File: src/rtl/eq_pkg.sv
package eq_pkg;
  typedef enum logic [2:0] {
    ST_IDLE  = 3'd0,
    ST_WIN   = 3'd1,
    ST_ERASE = 3'd2,
    ST_SPEND = 3'd3,
    ST_SUSP  = 3'd4,
    ST_FAKE  = 3'd5
  } eq_state_e;
endpackage

File: src/rtl/eq_downcnt.sv
module eq_downcnt #(
  parameter int W = 5
) (
  input  logic         clk,
  input  logic         rst_n,
  input  logic         load,
  input  logic [W-1:0] load_val,
  input  logic         dec,
  output logic         zero
);
  logic [W-1:0] cnt_q, cnt_d;

  always_comb begin
    cnt_d = cnt_q;
    if (load)                     cnt_d = load_val;
    else if (dec && cnt_q != '0)  cnt_d = cnt_q - 1'b1;
  end

  always_ff @(posedge clk or negedge rst_n) begin
    if (!rst_n)          cnt_q <= '0;
    else if (load | dec) cnt_q <= cnt_d;
  end

  assign zero = (cnt_q == '0);
endmodule

File: src/rtl/eq_lowpick.sv
module eq_lowpick #(
  parameter int N  = 8,
  parameter int IW = 3
) (
  input  logic [N-1:0]  vec,
  output logic          found,
  output logic [IW-1:0] idx
);
  always_comb begin
    found = 1'b0;
    idx   = '0;
    for (int i = N - 1; i >= 0; i--) begin
      if (vec[i]) begin
        found = 1'b1;
        idx   = IW'(i);
      end
    end
  end
endmodule

File: src/rtl/eq_blk_list.sv
module eq_blk_list #(
  parameter int N  = 8,
  parameter int IW = 3
) (
  input  logic          clk,
  input  logic          rst_n,
  input  logic          add_en,
  input  logic [IW-1:0] add_idx,
  input  logic          rm_en,
  input  logic [IW-1:0] rm_idx,
  input  logic          clr_all,
  output logic [N-1:0]  list
);
  logic [N-1:0] list_q, list_d, add_mask, rm_mask;

  generate
    for (genvar g = 0; g < N; g++) begin : g_mask
      assign add_mask[g] = add_en && (add_idx == IW'(g));
      assign rm_mask[g]  = rm_en  && (rm_idx  == IW'(g));
    end
  endgenerate

  always_comb begin
    if (clr_all) list_d = '0;
    else         list_d = (list_q | add_mask) & ~rm_mask;
  end

  always_ff @(posedge clk or negedge rst_n) begin
    if (!rst_n)                       list_q <= '0;
    else if (add_en | rm_en | clr_all) list_q <= list_d;
  end

  assign list = list_q;
endmodule

File: src/rtl/blk_erase_seq.sv
module blk_erase_seq #(
  parameter int NBLK     = 8,
  parameter int WIN_CYC  = 16,
  parameter int FAKE_CYC = 8,
  parameter int SLAT_CYC = 4
) (
  input  logic                    clk,
  input  logic                    rst_n,
  input  logic                    sel_vld,
  input  logic [$clog2(NBLK)-1:0] sel_idx,
  input  logic [NBLK-1:0]         prot,
  input  logic                    susp_req,
  input  logic                    resume_req,
  input  logic                    blk_done,
  output logic                    busy,
  output logic                    win_open,
  output logic                    erase_act,
  output logic [$clog2(NBLK)-1:0] cur_idx,
  output logic                    suspended,
  output logic                    done
);
  import eq_pkg::*;

  localparam int IW   = $clog2(NBLK);
  localparam int MX1  = (WIN_CYC > FAKE_CYC) ? WIN_CYC : FAKE_CYC;
  localparam int MAXC = (MX1 > SLAT_CYC) ? MX1 : SLAT_CYC;
  localparam int CW   = $clog2(MAXC + 1);

  eq_state_e    st_q, st_d;
  logic [IW-1:0] cur_q, cur_d;
  logic          done_q, done_d;
  logic          cnt_ld, cnt_dec, cnt_zero;
  logic [CW-1:0] cnt_ldv;
  logic          add_en, rm_en, clr_all;
  logic [NBLK-1:0] list_q, done_mask, pick_vec;
  logic          pick_found;
  logic [IW-1:0] pick_idx;
  logic          in_erase, done_acc;

  assign in_erase = (st_q == ST_ERASE) || (st_q == ST_SPEND);
  assign done_acc = in_erase && blk_done;

  generate
    for (genvar g = 0; g < NBLK; g++) begin : g_dmask
      assign done_mask[g] = done_acc && (cur_q == IW'(g));
    end
  endgenerate

  assign pick_vec = list_q & ~prot & ~done_mask;

  eq_blk_list #(.N(NBLK), .IW(IW)) u_list (
    .clk(clk), .rst_n(rst_n),
    .add_en(add_en), .add_idx(sel_idx),
    .rm_en(rm_en), .rm_idx(cur_q),
    .clr_all(clr_all), .list(list_q)
  );

  eq_lowpick #(.N(NBLK), .IW(IW)) u_pick (
    .vec(pick_vec), .found(pick_found), .idx(pick_idx)
  );

  eq_downcnt #(.W(CW)) u_cnt (
    .clk(clk), .rst_n(rst_n),
    .load(cnt_ld), .load_val(cnt_ldv), .dec(cnt_dec), .zero(cnt_zero)
  );

  always_comb begin
    st_d    = st_q;
    cur_d   = cur_q;
    done_d  = 1'b0;
    cnt_ld  = 1'b0;
    cnt_ldv = '0;
    cnt_dec = 1'b0;
    add_en  = 1'b0;
    rm_en   = 1'b0;
    clr_all = 1'b0;
    case (st_q)
      ST_IDLE: begin
        if (sel_vld) begin
          add_en  = 1'b1;
          cnt_ld  = 1'b1;
          cnt_ldv = CW'(WIN_CYC - 1);
          st_d    = ST_WIN;
        end
      end
      ST_WIN: begin
        if (susp_req) begin
          st_d = ST_SUSP;
        end else if (sel_vld) begin
          add_en  = 1'b1;
          cnt_ld  = 1'b1;
          cnt_ldv = CW'(WIN_CYC - 1);
        end else if (cnt_zero) begin
          if (pick_found) begin
            st_d  = ST_ERASE;
            cur_d = pick_idx;
          end else begin
            st_d    = ST_FAKE;
            cnt_ld  = 1'b1;
            cnt_ldv = CW'(FAKE_CYC - 1);
          end
        end else begin
          cnt_dec = 1'b1;
        end
      end
      ST_ERASE: begin
        if (blk_done) begin
          rm_en = 1'b1;
          if (pick_found) begin
            cur_d = pick_idx;
            if (susp_req) begin
              st_d    = ST_SPEND;
              cnt_ld  = 1'b1;
              cnt_ldv = CW'(SLAT_CYC - 1);
            end
          end else begin
            st_d    = ST_IDLE;
            clr_all = 1'b1;
            done_d  = 1'b1;
          end
        end else if (susp_req) begin
          st_d    = ST_SPEND;
          cnt_ld  = 1'b1;
          cnt_ldv = CW'(SLAT_CYC - 1);
        end
      end
      ST_SPEND: begin
        if (blk_done && !pick_found) begin
          rm_en   = 1'b1;
          st_d    = ST_IDLE;
          clr_all = 1'b1;
          done_d  = 1'b1;
        end else begin
          if (blk_done) begin
            rm_en = 1'b1;
            cur_d = pick_idx;
          end
          if (cnt_zero) st_d = ST_SUSP;
          else          cnt_dec = 1'b1;
        end
      end
      ST_SUSP: begin
        if (resume_req) begin
          if (pick_found) begin
            st_d  = ST_ERASE;
            cur_d = pick_idx;
          end else begin
            st_d    = ST_FAKE;
            cnt_ld  = 1'b1;
            cnt_ldv = CW'(FAKE_CYC - 1);
          end
        end
      end
      ST_FAKE: begin
        if (cnt_zero) begin
          st_d    = ST_IDLE;
          clr_all = 1'b1;
          done_d  = 1'b1;
        end else begin
          cnt_dec = 1'b1;
        end
      end
      default: st_d = ST_IDLE;
    endcase
  end

  always_ff @(posedge clk or negedge rst_n) begin
    if (!rst_n) begin
      st_q   <= ST_IDLE;
      cur_q  <= '0;
      done_q <= 1'b0;
    end else begin
      st_q   <= st_d;
      cur_q  <= cur_d;
      done_q <= done_d;
    end
  end

  assign busy      = (st_q != ST_IDLE);
  assign win_open  = (st_q == ST_WIN);
  assign erase_act = in_erase;
  assign suspended = (st_q == ST_SUSP);
  assign cur_idx   = cur_q;
  assign done      = done_q;
endmodule

File: config.mk
export PLATFORM = sky130hd
export DESIGN_NAME = blk_erase_seq
export DESIGN_NICKNAME = d
export VERILOG_FILES = /design/src/rtl/eq_pkg.sv /design/src/rtl/eq_downcnt.sv /design/src/rtl/eq_lowpick.sv /design/src/rtl/eq_blk_list.sv /design/src/rtl/blk_erase_seq.sv
export SDC_FILE = /design/constraint.sdc
export NUM_CORES = 1
export LEC_CHECK = 0
export BUFFER_PORTS_ARGS = -buffer_cell sky130_fd_sc_hd__buf_2
export CORE_ASPECT_RATIO = 1.4
export CORE_MARGIN = 3
export CORE_UTILIZATION = 45
export CTS_CLUSTER_SIZE = 20
export DETAILED_ROUTE_END_ITERATION = 10
export PLACE_DENSITY = 0.74
export SETUP_SLACK_MARGIN = 0.5
export SYNTH_ARGS = -nofsm -noshare
export SYNTH_HDL_FRONTEND = slang
export SYNTH_HIERARCHICAL = 1
export SYNTH_SLANG_ARGS = --single-unit
File: constraint.sdc
create_clock -name clk -period 3.25 [get_ports clk]
set_input_delay 0.325 -clock clk [delete_from_list [all_inputs] [get_ports clk]]
set_output_delay 0.325 -clock clk [all_outputs]
set_load 0.005 [all_outputs]
== Word-level counts from Yosys, hierarchy flattened ==
Cells that the tools add are included.

* $add $sub $neg: 1
* Multipliers: 0
* Divide/modulo/power cells: 0
* $lt $le $gt $ge: 0
* Eq/ne operators: 31
* Shift-type cells: 0
* Muxes and demuxes: 75
* Bitwise logic cells: 10
* Reduce and logical (&&, ||, !) cells: 40

{| class="wikitable"
|+ Operator list
! cell !! number
|-
| two-way mux 3 bit || 30
|-
| == test 3 bit (second input constant) || 10
|-
| logical AND 1 bit || 27
|-
| two-way mux 1 bit || 27
|-
| AND 8 bit || 3
|-
| inverter 8 bit || 3
|-
| two-way mux 5 bit || 4
|-
| case mux 5 bit (4 select lines) || 1
|-
| == test 3 x 2 -> 1 bit (second input constant) || 6
|-
| case mux 3 bit (6 select lines) || 1
|-
| inequality test 2 bit (second input constant) || 8
|-
| two-way mux 4 bit || 3
|-
| case mux 3 bit (4 select lines) || 1
|-
| == test 3 x 1 -> 1 bit (second input constant) || 3
|-
| logical NOT 3 bit || 3
|-
| two-way mux 8 bit || 1
|-
| bitwise OR 8 bit || 1
|-
| AND reduction 8 bit || 1
|-
| inequality test 3 x 2 -> 1 bit (second input constant) || 2
|-
| case mux 1 bit (3 select lines) || 2
|-
| AND reduction 6 bit || 1
|-
| logical NOT 5 bit || 1
|-
| nonzero test 5 bit || 1
|-
| subtractor 5 x 1 -> 5 bit (second input constant) || 1
|-
| other kinds (12) || 16
|}

* Bits in registers: 20
* Latch bits: 0
* Memory bits (writable): 0
* Memory bits (read-only): 0
* Input bits: 17
* Output and inout port bits: 8
* Logic and storage cells: 162
* Memories kept: 0

== Logic depth before layout (Yosys ltp) ==
* Depth in word-level cells: 22
* Mapped depth: 13

== By module ==
Netlist, hierarchy kept.

{| class="wikitable"
|+ Modules (own cells, without submodules)
! module !! instances !! cells an instance !! area an instance (um^2) !! seq. area each (um^2)
|-
| blk_erase_seq || 1 || 92 || 729.4 || 175.2
|-
| eq_blk_list || 1 || 38 || 419.2 || 200.2
|-
| eq_downcnt || 1 || 32 || 300.3 || 125.1
|-
| eq_lowpick || 1 || 13 || 80.1 || 0.0
|}

== Worst setup path before layout ==
Ideal clock, no wire load.

* Path kind: reg-to-reg
* Start point: register st_q[1]
* End point: register u_cnt.cnt_q[3]
* Library setup time: 0.077 ns
* Data arrival time: 3.203 ns
* Required time: 3.173 ns
* Path slack: -0.030 ns
* Stages on the path, launching flop included: 14
* Path buffers: 1
* Clock period less this slack: 3.280 ns
* Cells stage by stage: dfrtp_1 -> buf_2 -> and2b_1 -> and2_1 -> nor2b_1 -> a311oi_1 -> nor4_2 -> nand2_1 -> nand2b_1 -> nand2_1 -> a21oi_1 -> or4b_1 -> or3_1 -> a21oi_1

{| class="wikitable"
|+ RTL lines
! element !! line !! source
|-
| start: declaration || blk_erase_seq.sv:29 || <nowiki>eq_state_e st_q, st_d;</nowiki>
|-
| start signal: assignment || blk_erase_seq.sv:173 || <nowiki>st_q <= st_d;</nowiki>
|-
| == test 3 x 2 -> 1 bit || blk_erase_seq.sv:40 || <nowiki>assign in_erase = (st_q == ST_ERASE) || (st_q == ST_SPEND);</nowiki>
|-
| logical OR 1 bit (*) || blk_erase_seq.sv:40 ||
|-
| named net erase_act || blk_erase_seq.sv:17 || <nowiki>output logic erase_act,</nowiki>
|-
| logical AND 1 bit (*) || blk_erase_seq.sv:41 || <nowiki>assign done_acc = in_erase && blk_done;</nowiki>
|-
| logical AND 1 bit (*) || blk_erase_seq.sv:45 || <nowiki>assign done_mask[g] = done_acc && (cur_q == IW'(g));</nowiki>
|-
| inverter 8 bit (*) || blk_erase_seq.sv:49 || <nowiki>assign pick_vec = list_q & ~prot & ~done_mask;</nowiki>
|-
| AND 8 bit (*) || blk_erase_seq.sv:49 ||
|-
| named net pick_vec[2] || blk_erase_seq.sv:35 || <nowiki>logic [NBLK-1:0] list_q, done_mask, pick_vec;</nowiki>
|-
| [... 3 more ...] || n/a ||
|-
| named net pick_found || blk_erase_seq.sv:36 || <nowiki>logic pick_found;</nowiki>
|-
| logical NOT 1 bit (*) || blk_erase_seq.sv:128 || <nowiki>if (blk_done && !pick_found) begin</nowiki>
|-
| logical AND 1 bit (*) || blk_erase_seq.sv:128 ||
|-
| two-way mux 1 bit (*) || blk_erase_seq.sv:128 ||
|-
| case mux 1 bit (3 select lines) (*) || blk_erase_seq.sv:77 || <nowiki>case (st_q)</nowiki>
|-
| named net cnt_dec || blk_erase_seq.sv:32 || <nowiki>logic cnt_ld, cnt_dec, cnt_zero;</nowiki>
|-
| logical AND 1 bit || eq_downcnt.sv:16 || <nowiki>else if (dec && cnt_q != '0) cnt_d = cnt_q - 1'b1;</nowiki>
|-
| nonzero test 2 bit (no source line) || n/a ||
|-
| AND reduction 2 bit (no source line) (*) || n/a ||
|-
| end signal: assignment || eq_downcnt.sv:21 || <nowiki>else if (load | dec) cnt_q <= cnt_d;</nowiki>
|-
| end: declaration || eq_downcnt.sv:11 || <nowiki>logic [W-1:0] cnt_q, cnt_d;</nowiki>
|}

Mark *: on every way through the listed nets, which the timed path passes. The rest lies on a longest branch.
A chain may end at the register's enable or synchronous reset.

== Worst setup path in the final report ==
* Start point: register u_cnt.cnt_q[0]
* End point: register u_cnt.cnt_q[3]

{| class="wikitable"
|+ RTL lines
! element !! line !! source
|-
| logical NOT 5 bit (*) || eq_downcnt.sv:24 || <nowiki>assign zero = (cnt_q == '0);</nowiki>
|-
| named net cnt_zero || blk_erase_seq.sv:32 ||
|-
| two-way mux 1 bit (*) || blk_erase_seq.sv:93 || <nowiki>end else if (cnt_zero) begin</nowiki>
|-
| two-way mux 1 bit (*) || blk_erase_seq.sv:89 || <nowiki>end else if (sel_vld) begin</nowiki>
|-
| two-way mux 1 bit (*) || blk_erase_seq.sv:87 || <nowiki>if (susp_req) begin</nowiki>
|-
| case mux 1 bit (4 select lines) (*) || blk_erase_seq.sv:77 ||
|-
| named net cnt_ld || blk_erase_seq.sv:32 ||
|-
| nonzero test 2 bit (no source line) / bitwise OR 1 bit (equally long branches) || n/a ||
|-
| AND reduction 2 bit (no source line) || n/a ||
|}

Mark *: on every way through the listed nets, which the timed path passes. The rest lies on a longest branch. The select of a mux whose other input is x is not followed.

==> results.txt <==
crit start category: flop
CTS sink count: 20
RSZ-0062 raised after global routing: true
worst r2r src: u_cnt/cnt_q[0]$_DFFE_PN0P_
row cnt: 24
Synth cell types: 53
die area: 0.004143 mm^2
Post-Syn Nets: 193
Worst-Skew Late Latency: 0.27 ns
IO buf count: 24
Clk pwr share: 14.2%
1st-pass router iterations: 4
initial core utilization: 48.03%
global-route wire length before repair: 6589 um
vias: 1554
Crit path top cell by count: inv_1
hold crit path type: input pin to asynchronous set/reset pin
CP max stage cell: or4b_4
pre-CTS setup slack: 0.2292 ns
initial antenna violation count: 0
CTS max path bufs: 2
cell area after synthesis: 0.001529 mm^2
final wirelength: 4638 um
MaxCap Viol Count: 0
setup TNS: 0 ns
power share of the combinational group: 58.6%
final hold violation count: 0
RePlAce Congestion: 0.8481
Setup Skew: 0.001656 ns
Critical Path RT: 3.41 ns
Largest stage delay, worst path: 0.50 ns
Post-route DRC: 0
Fmax: 341.9 MHz
PwrDens: 905.2 mW/mm^2
Post-synth ARST share: 100.0%
Synth Warn #: 6
n_diodes: 0
largest net degree at the start of global routing: 21
Worst R2R End: u_cnt/cnt_q[3]$_DFFE_PN0P_
core area: 0.003183 mm^2
crit path capture type: flop
delay-heaviest family, CP: simple AND/OR/NAND/NOR gates
CP arrival: 3.08 ns
status: completed
fin util: 64.07%
Post-Syn Instances: 175
Tot GR Track Use: 20.32%
# IOs: 25
TritonCTS clock tree: yes
Congestion Overflow GR: 0
Nets: 231
Int Pwr: 0.001049 W
Most used DFF post-synth: dfrtp_1
critical-path cell list: inv_1 -> ha_1 -> or4b_4 -> inv_1 -> nor4bb_1 -> a31oi_1 -> or3_4 -> nand3_4 -> nor2b_1 -> a21oi_2
VDD IR max: 575.9 uV
Yosys top cell area share: 32.73%
initial DRC count: 91
dpl cell area: 0.001727 mm^2
Final WS setup: 0.3250 ns
crit-path max FO: 7
Sw Pwr: 0.0007968 W
leakage power: 0.9502 nW
ANT nets after route: 0
clk root buf: clkbuf_8
Sequential Power Share: 27.1%
Die Width: 55.27 um
post-synthesis sequential area ratio: 32.73%
setup violators final: 0
vias in the first global route: 1487
Num CTS Buffers: 3
Layout area overhead: 33.39%
die height: 74.97 um
Mean Syn Cell Area: 8.737 um^2
cell taking the most area after synthesis: dfrtp_1
number of flops mapped to enable cells by yosys: 0
H-tree levels: 1
CTS Hold Bufs: 0
Final Cycle Share: 90.00%
dpl hpwl: 2883 um
worst r2r path cells: 10
share of cells above drive strength 1: 37.74%
max-slew violation count: 0
CP bufs+invs: 2
Seq cells post-synth: 20
Net Sw Frac: 43.16%
clock period minus worst slack: 2.925 ns
Reg clk slew, reported paths: 0.09 ns
Avg WL per Cell: 18.48 um
Crit Path Class: flop to flop
synth top area cells: dfrtp_1, inv_1, mux2_2
r2r setup slk: 0.33 ns
vias per cell: 6.191
cell area after layout: 0.002039 mm^2
[Yosys cell counts, types with 3 or more instances]
cell type,instances
a311oi_1,4
and2_1,3
nand3_1,6
nand2b_1,6
mux2_2,5
or3_1,5
clkbuf_1,3
o21ai_0,4
inv_1,25
o311a_1,3
buf_2,3
nor3_1,4
a211oi_1,3
nand4bb_1,3
nor2_1,6
dfrtp_1,20
a221oi_1,6
a21oi_1,9
nand4b_1,3
nor2b_1,9
nand2_1,8
[cells by family (layout without fill, tap and decap cells)]
family                   after synthesis  after routing  share of synthesized area [%]
multiplexers                           7              7                          4.992
AND/OR/NAND/NOR                       67             68                          28.40
flip-flops                            20             20                          32.73
AO/OA/AOI/OAI                         46             46                          23.98
other                                  1              1                         0.2453
buffers and inverters                 33             69                          8.837
adder cells (fa/ha/maj)                1              1                         0.8182
[flip-flops by register name, indices dropped and copies added (netlist names)]
| register | flops |
|---|---|
| u_list/list | 8 |
| u_cnt/cnt_q | 5 |
| cur_idx | 3 |
| st_q | 3 |
| done | 1 |
[power groups by stage]
stage | combinational [W] | sequential (W) | clock (W)
6_report | 0.00108 | 0.000501 | 0.000263
5_1_grt | 0.00116 | 0.000517 | 0.000274
4_1_cts | 0.000923 | 0.000493 | 0.000265
3_5_place_dp | 0.000841 | 0.000489 | 0
3_3_place_gp | 0.000806 | 0.000483 | 0
2_1_floorplan | 0.000680 | 0.000443 | 0
[cell usage in the layout, fill, tap and decap left out, types with 2 or more instances in the layout]
master,n
o21ai_0,4
buf_2,24
a21oi_2,2
nor2_1,6
clkbuf_8,3
or3_1,4
dfrtp_2,2
buf_4,15
mux2i_1,2
o21bai_1,2
nor3_1,4
nor2b_1,8
a211oi_1,3
and2_1,2
o311a_1,3
a21oi_1,6
nand3_2,2
or4b_4,2
a221oi_1,6
mux2_2,4
nand2_1,8
nand4bb_1,3
nand3_1,4
dfrtp_1,18
nand4b_1,3
nand2b_1,4
a311oi_4,4
nand2b_4,2
inv_1,25
[metrics by stage]
stage          power [W]  hold WS (ns)  cells
2_1_floorplan   0.001123       0.02941    175
3_3_place_gp    0.001289        0.3058    233
3_5_place_dp    0.001330        0.3157    233
4_1_cts         0.001680       0.01624    243
5_1_grt         0.001953       0.03517    251
6_report        0.001846      0.001700    251
[per-layer routing]
metal,part of all wire (%),global-route usage [%],wire [um]
met2,54,36.97,2483
met1,39,22.90,1824
met4,3.3,12.16,154
met3,3.8,2.573,177
met5,0,0,0
[area by class of cell]
| class | count | area (um^2) |
|---|---|---|
| well taps | 39 | 48.80 |
| clock inverters | 1 | 30.03 |
| repair buffers | 40 | 244.0 |
| multi-input cells | 123 | 1079 |
| inverters | 25 | 93.84 |
| flip-flops and latches | 20 | 503.0 |
| clock buffers | 3 | 41.29 |
| fillers | 259 | 1144 |
[timing repair]
action,4_1_cts,5_1_grt
buffers inserted,6,7
pin swaps,4,8
endpoints found under the setup margin,5,8
gates cloned,0,1
resized for setup,9,13
[worst max path at each step]
stage                               startpoint  depth (start not counted)                         end
global placement           st_q[1]$_DFFE_PN0P_                         12  u_cnt/cnt_q[3]$_DFFE_PN0P_
floorplan                  st_q[1]$_DFFE_PN0P_                         13  u_cnt/cnt_q[3]$_DFFE_PN0P_
global route        u_cnt/cnt_q[0]$_DFFE_PN0P_                         10  u_cnt/cnt_q[3]$_DFFE_PN0P_
detailed placement         st_q[1]$_DFFE_PN0P_                         12  u_cnt/cnt_q[3]$_DFFE_PN0P_
finish              u_cnt/cnt_q[0]$_DFFE_PN0P_                         10  u_cnt/cnt_q[3]$_DFFE_PN0P_
CTS                        st_q[1]$_DFFE_PN0P_                         12  u_cnt/cnt_q[3]$_DFFE_PN0P_
(Power assumes the default switching activity.)
